==> config.mk <==
export PLATFORM = sky130hd
export DESIGN_NAME = spi_clk_div
export DESIGN_NICKNAME = d
export VERILOG_FILES = /design/src/rtl/spi_clk_div_pkg.sv /design/src/rtl/div_cfg_latch.sv /design/src/rtl/div_prescaler.sv /design/src/rtl/div_postscaler.sv /design/src/rtl/div_sclk_gen.sv /design/src/rtl/spi_clk_div.sv
export SDC_FILE = /design/constraint.sdc
export NUM_CORES = 1
export LEC_CHECK = 0
export ABC_AREA = 1
export BUFFER_PORTS_ARGS = -buffer_cell sky130_fd_sc_hd__buf_2
export CELL_PAD_IN_SITES_DETAIL_PLACEMENT = 0
export CELL_PAD_IN_SITES_GLOBAL_PLACEMENT = 1
export CORE_MARGIN = 2
export CORE_UTILIZATION = 42
export DETAILED_ROUTE_END_ITERATION = 12
export PLACE_DENSITY = 0.86
export SYNTH_ARGS = -nofsm -noshare
export SYNTH_HDL_FRONTEND = slang
export SYNTH_SLANG_ARGS = --single-unit
==> constraint.sdc <==
create_clock -name clk_i -period 2.4 [get_ports clk_i]
set_input_delay 0.48 -clock clk_i [delete_from_list [all_inputs] [get_ports clk_i]]
set_output_delay 0.48 -clock clk_i [all_outputs]
set_load 0.02 [all_outputs]
==> src/rtl/spi_clk_div_pkg.sv <==
package spi_clk_div_pkg;
  localparam int unsigned DEF_PRE_W  = 8;
  localparam int unsigned DEF_POST_W = 8;

  typedef enum logic [1:0] {
    EDGE_NONE  = 2'd0,
    EDGE_LEAD  = 2'd1,
    EDGE_TRAIL = 2'd2
  } edge_kind_e;
endpackage

==> src/rtl/div_cfg_latch.sv <==
module div_cfg_latch #(
  parameter int unsigned PRE_W  = 8,
  parameter int unsigned POST_W = 8,
  localparam int unsigned HALF_W = PRE_W - 1
) (
  input  logic              clk_i,
  input  logic              rst_ni,
  input  logic              en_i,
  input  logic              cpol_i,
  input  logic [PRE_W-1:0]  pre_i,
  input  logic [POST_W-1:0] post_i,
  output logic [HALF_W-1:0] half_o,
  output logic [POST_W-1:0] post_o,
  output logic              cpol_o
);
  logic [HALF_W-1:0] half_d;

  // floor(pre/2) rounds odd values down; values below 2 act as 2
  always_comb begin
    half_d = pre_i[PRE_W-1:1];
    if (pre_i < PRE_W'(2)) half_d = HALF_W'(1);
  end

  always_ff @(posedge clk_i or negedge rst_ni) begin
    if (!rst_ni) begin
      half_o <= HALF_W'(1);
      post_o <= '0;
      cpol_o <= 1'b0;
    end else if (!en_i) begin
      half_o <= half_d;
      post_o <= post_i;
      cpol_o <= cpol_i;
    end
  end

  AST_CFG_HOLD: assert property (@(posedge clk_i) disable iff (!rst_ni)
    $past(en_i) |-> ($stable(half_o) && $stable(post_o) && $stable(cpol_o)));
  AST_HALF_NONZERO: assert property (@(posedge clk_i) disable iff (!rst_ni)
    half_o != '0);
endmodule

==> src/rtl/div_prescaler.sv <==
module div_prescaler #(
  parameter int unsigned HALF_W = 7
) (
  input  logic              clk_i,
  input  logic              rst_ni,
  input  logic              en_i,
  input  logic [HALF_W-1:0] half_i,
  output logic              tick_o
);
  logic [HALF_W-1:0] cnt_q;

  assign tick_o = en_i && (cnt_q == half_i - HALF_W'(1));

  always_ff @(posedge clk_i or negedge rst_ni) begin
    if (!rst_ni)      cnt_q <= '0;
    else if (!en_i)   cnt_q <= '0;
    else if (tick_o)  cnt_q <= '0;
    else              cnt_q <= cnt_q + HALF_W'(1);
  end

  AST_PRE_BOUND: assert property (@(posedge clk_i) disable iff (!rst_ni)
    cnt_q < half_i);
  AST_PRE_CLEAR: assert property (@(posedge clk_i) disable iff (!rst_ni)
    !en_i |=> cnt_q == '0);
endmodule

==> src/rtl/div_postscaler.sv <==
module div_postscaler #(
  parameter int unsigned POST_W = 8
) (
  input  logic              clk_i,
  input  logic              rst_ni,
  input  logic              en_i,
  input  logic              tick_i,
  input  logic [POST_W-1:0] post_i,
  output logic              toggle_o
);
  logic [POST_W-1:0] cnt_q;
  logic              wrap;

  assign wrap     = (cnt_q == post_i);
  assign toggle_o = en_i && tick_i && wrap;

  always_ff @(posedge clk_i or negedge rst_ni) begin
    if (!rst_ni)                cnt_q <= '0;
    else if (!en_i)             cnt_q <= '0;
    else if (tick_i && wrap)    cnt_q <= '0;
    else if (tick_i)            cnt_q <= cnt_q + POST_W'(1);
  end

  AST_POST_BOUND: assert property (@(posedge clk_i) disable iff (!rst_ni)
    cnt_q <= post_i);
endmodule

==> src/rtl/div_sclk_gen.sv <==
module div_sclk_gen
  import spi_clk_div_pkg::*;
(
  input  logic clk_i,
  input  logic rst_ni,
  input  logic en_i,
  input  logic toggle_i,
  input  logic cpol_idle_i,
  input  logic cpol_cfg_i,
  output logic sclk_o,
  output logic lead_o,
  output logic trail_o
);
  edge_kind_e kind_d, kind_q;

  always_comb begin
    kind_d = EDGE_NONE;
    if (en_i && toggle_i) kind_d = (sclk_o == cpol_cfg_i) ? EDGE_LEAD : EDGE_TRAIL;
  end

  always_ff @(posedge clk_i or negedge rst_ni) begin
    if (!rst_ni) begin
      sclk_o <= 1'b0;
      kind_q <= EDGE_NONE;
    end else begin
      kind_q <= kind_d;
      if (!en_i)         sclk_o <= cpol_idle_i;
      else if (toggle_i) sclk_o <= ~sclk_o;
    end
  end

  assign lead_o  = (kind_q == EDGE_LEAD);
  assign trail_o = (kind_q == EDGE_TRAIL);

  AST_IDLE_LEVEL: assert property (@(posedge clk_i) disable iff (!rst_ni)
    !en_i |=> (sclk_o == $past(cpol_idle_i)) && !lead_o && !trail_o);
  AST_EDGE_EXCL: assert property (@(posedge clk_i) disable iff (!rst_ni)
    $onehot0({lead_o, trail_o}));
  AST_LEAD_ACTIVE: assert property (@(posedge clk_i) disable iff (!rst_ni)
    lead_o |-> sclk_o != cpol_cfg_i);
  AST_TRAIL_IDLE: assert property (@(posedge clk_i) disable iff (!rst_ni)
    trail_o |-> sclk_o == cpol_cfg_i);
  AST_EDGE_FLAGGED: assert property (@(posedge clk_i) disable iff (!rst_ni)
    ($past(en_i) && sclk_o != $past(sclk_o)) |-> (lead_o || trail_o));
endmodule

==> src/rtl/spi_clk_div.sv <==
module spi_clk_div
  import spi_clk_div_pkg::*;
#(
  parameter int unsigned PRE_W  = DEF_PRE_W,
  parameter int unsigned POST_W = DEF_POST_W
) (
  input  logic              clk_i,
  input  logic              rst_ni,
  input  logic              en_i,
  input  logic              cpol_i,
  input  logic [PRE_W-1:0]  pre_i,
  input  logic [POST_W-1:0] post_i,
  output logic              sclk_o,
  output logic              lead_o,
  output logic              trail_o
);
  localparam int unsigned HALF_W = PRE_W - 1;

  logic [HALF_W-1:0] half;
  logic [POST_W-1:0] post;
  logic              cpol_cfg;
  logic              tick;
  logic              toggle;

  div_cfg_latch #(.PRE_W(PRE_W), .POST_W(POST_W)) u_cfg (
    .clk_i, .rst_ni, .en_i, .cpol_i, .pre_i, .post_i,
    .half_o(half), .post_o(post), .cpol_o(cpol_cfg)
  );

  div_prescaler #(.HALF_W(HALF_W)) u_pre (
    .clk_i, .rst_ni, .en_i, .half_i(half), .tick_o(tick)
  );

  div_postscaler #(.POST_W(POST_W)) u_post (
    .clk_i, .rst_ni, .en_i, .tick_i(tick), .post_i(post), .toggle_o(toggle)
  );

  div_sclk_gen u_sclk (
    .clk_i, .rst_ni, .en_i, .toggle_i(toggle),
    .cpol_idle_i(cpol_i), .cpol_cfg_i(cpol_cfg),
    .sclk_o, .lead_o, .trail_o
  );

  AST_RESET_QUIET: assert property (@(posedge clk_i)
    !rst_ni |-> (!sclk_o && !lead_o && !trail_o));
endmodule

==> results by group <==
Status
  – Outcome: completed

Placed design
  – GP Congestion: 0.832
  – Inst Count DP: 379
  – DP Worst Slack: 0.502 ns
  – DP HPWL: 3200 um
  – I/O Buffers: 21
  – DP Area: 2280 um^2

Power
  – Logic pwr share: 0.183
  – Power per cell area: 557 nW/um^2
  – Total Power: 1.32 mW
  – Part of the power in the clock network: 0.334
  – Flop pwr share: 0.483
  – P_leak: 1.29 nW
  – Net Sw Frac: 0.299
  – Maximum VDD drop: 0.000281 V
  – Pint: 0.926 mW
  – NetSw: 0.395 mW

Critical path
  – CP required: 2.58 ns
  – Worst path cell trace: inv_2, ha_1, inv_1, nand2_1, nand2_1, nor2_4, nand2_2, nor2_4, nand2_4, nor2_8, nor2_4, nand2_1, nand2_1
  – CP bufs+invs: 2
  – CP Launch Type: flip-flop
  – CP arrival: 2.07 ns
  – Maximum net fanout on the critical path: 9
  – Setup CP Type: flip-flop to flip-flop
  – Max stage delay cell, worst path: dfstp_2
  – Most common cell type on the critical path: nand2_1
  – CP delay by family, top: simple AND/OR/NAND/NOR gates
  – Critical Path Max Stage Delay: 0.55 ns
  – R2R setup slack: 0.51 ns
  – CP Capture Type: flip-flop

Clock network
  – Hold buffer count at cts: 0
  – CTS max path bufs: 2
  – Clock Tree Root: clkbuf_8
  – Clock-pin slew on the worst setup and hold paths: 0.07 ns
  – H-tree levels: 2
  – CTS Sinks: 34
  – Post-CTS resize count: 0
  – Number of buffers created by CTS: 5
  – Worst skew pair latency: 0.28 ns
  – Post-CTS Setup Inserts: 0
  – CTS tree: built

Final layout
  – # diodes: 0
  – Final design area excluding fillers: 2370 um^2
  – Share of layout cells above drive strength 1: 0.188
  – Non-Filler Instances: 387
  – Layout area overhead: 12.8%
  – Fill cells: 488
  – Final core utilization: 0.496
  – Final net count: 342

Yosys
  – Post-synthesis sequential area ratio: 0.405
  – Post-Syn Instances: 294
  – Mapped Area: 2100 um^2
  – Yosys reg bits: 34
  – Ys Warns: 0
  – Net Count, Synth: 317
  – Synthesized area per cell: 7.15 um^2
  – Unique masters post-synth: 29

Timing
  – Measured slew at the worst slew-check pin: 0.774 ns
  – WHS: 0.271 ns
  – Setup TNS: 0 ns
  – Period utilisation layout: 0.789
  – Crit path time final: 1.89 ns
  – Fin. max-slew vios: 0
  – Final Hold Fails: 0
  – Setup WS post-layout: 0.505 ns
  – Max Freq: 0.528 GHz
  – Max Clock Skew: 0.00280 ns
  – Setup-failing EPs final: 0
  – RSZ-0062 raised after global routing: no
  – Relative slew slack: 0.484

GRT
  – Initial antenna violation count: 0
  – All-Layer GR Usage: 0.177
  – First-pass GRT wire length: 7470 um
  – Vias in the first global route: 1666
  – Largest net degree at the start of global routing: 35
  – Grt total ovfl: 0

Flow run
  – Max cap viols: 0

Floorplan
  – Die X: 74.8 um
  – Initial Util: 0.439
  – Die ar.: 5590 um^2
  – Top Ports: 23
  – Rows: 25
  – Die height: 74.8 um
  – Core Area: 4790 um^2

Route
  – Wirelength per Cell: 11.3 um
  – Post-DRT Antenna Nets: 0
  – DR iter-0 viols: 129
  – Routed Wire Length: 4360 um
  – Drt pass-1 iters: 4
  – # DRC: 0
  – Via density: 4.61
  – Vias: 1783

Worst hold path
  – HP Class: input pin to asynchronous set/reset pin
[cell usage in the layout (no fill, tap or decap), drive strengths merged]
cell type  count
nor4           1
nand3         18
nor3           4
dfstp          1
o21ai         12
nand3b         1
clkinv         1
xnor2          4
buf           23
a22oi          1
nand2        111
nor2          38
nand4          8
xor2           7
a21oi          1
inv           45
nor3b          1
ha             3
clkbuf         7
dfrtp         33
[logic make-up after synthesis]
family | after synthesis | share of synthesized area
adder cells (fa/ha/maj) | 3 | 0.0178
XOR/XNOR | 11 | 0.0458
AND/OR/NAND/NOR | 182 | 0.404
buffers and inverters | 50 | 0.0928
AO/OA/AOI/OAI | 14 | 0.0345
flip-flops | 34 | 0.405
[synth_stat cells]
| library cell | instances | area share |
|---|---|---|
| nor3_2 | 2 | 0.0095 |
| nand4_1 | 8 | 0.024 |
| nand3_1 | 16 | 0.038 |
| a22oi_1 | 1 | 0.0036 |
| nor2_8 | 1 | 0.0095 |
| buf_4 | 1 | 0.0036 |
| nor4_1 | 1 | 0.0030 |
| nor2_4 | 3 | 0.016 |
| nor2_2 | 4 | 0.012 |
| dfstp_2 | 1 | 0.012 |
| inv_1 | 39 | 0.070 |
| inv_2 | 6 | 0.011 |
| o21ai_0 | 12 | 0.029 |
| clkbuf_1 | 1 | 0.0018 |
| ha_1 | 3 | 0.018 |
| nor2_1 | 30 | 0.054 |
| nand2_1 | 100 | 0.18 |
| nand2_2 | 10 | 0.030 |
| nand3b_1 | 1 | 0.0036 |
| nand3_2 | 1 | 0.0048 |
| nor3b_1 | 1 | 0.0036 |
| nor3_1 | 2 | 0.0048 |
| nand2_4 | 1 | 0.0054 |
| buf_2 | 3 | 0.0071 |
| nand3_4 | 1 | 0.0083 |
| a21oi_1 | 1 | 0.0024 |
| xor2_1 | 7 | 0.029 |
| xnor2_1 | 4 | 0.017 |
| dfrtp_1 | 33 | 0.39 |
[path summary, 6_finish.rpt]
path | start | endpoint | cells after the start
max | u_cfg.half_o[0]$_DFFE_PN1N_ | u_post.cnt_q[1]$_DFFE_PN0P_ | 13
max reg2reg | u_cfg.half_o[0]$_DFFE_PN1N_ | u_post.cnt_q[1]$_DFFE_PN0P_ | 13
max in group asynchronous | rst_ni | u_cfg.post_o[4]$_DFFE_PN0N_ | 1
min reg2reg | u_cfg.half_o[6]$_DFFE_PN0N_ | u_cfg.half_o[6]$_DFFE_PN0N_ | 2
min | rst_ni | u_pre.cnt_q[5]$_DFF_PN0_ | 1
min in group clk_i | post_i[4] | u_cfg.post_o[4]$_DFFE_PN0N_ | 3
[area by class of cell]
type / count / area, um^2 / share of cell area
clock inverters: 1 / 5.00 / 0.00211
inverters: 45 / 169 / 0.0712
multi-input cells: 210 / 1060 / 0.445
flip-flops and latches: 34 / 852 / 0.359
repair buffers: 23 / 120 / 0.0506
well taps: 67 / 83.8 / 0.0353
clock buffers: 7 / 86.3 / 0.0364
[layer usage]
layer | share of wire | GRT usage | vias up
li1 | - | - | 946
met1 | 0.51 | 0.239 | 798
met2 | 0.43 | 0.279 | 34
met3 | 0.048 | 0.0482 | 5
met4 | 0.0096 | 0.0536 | 0
met5 | 0 | 0 | -
[power by group through the flow]
stage                     Clock [mW]  Combinational, mW  Sequential, mW
final                          0.441              0.242           0.638
after global routing           0.477              0.278           0.643
after CTS                      0.456              0.245           0.637
after detailed placement           0              0.244           0.647
after global placement             0              0.241           0.647
after floorplan                    0              0.181           0.642
[sequential cells by signal (all words and copies together) (netlist names)]
name	cells
u_cfg.post_o	8
u_post.cnt_q	8
u_cfg.half_o	7
u_pre.cnt_q	7
u_sclk.kind_q	2
u_cfg.cpol_o	1
u_sclk.sclk_o	1
[worst register-to-register path, delay by kind of cell, from the launching register on]
family / cells / cell delay (ns)
adder cells (fa/ha/maj): 1 / 0.30
flip-flops: 1 / 0.55
AND/OR/NAND/NOR: 10 / 0.84
buffers and inverters: 2 / 0.10
No activity file was read; power rests on OpenSTA's default activity.
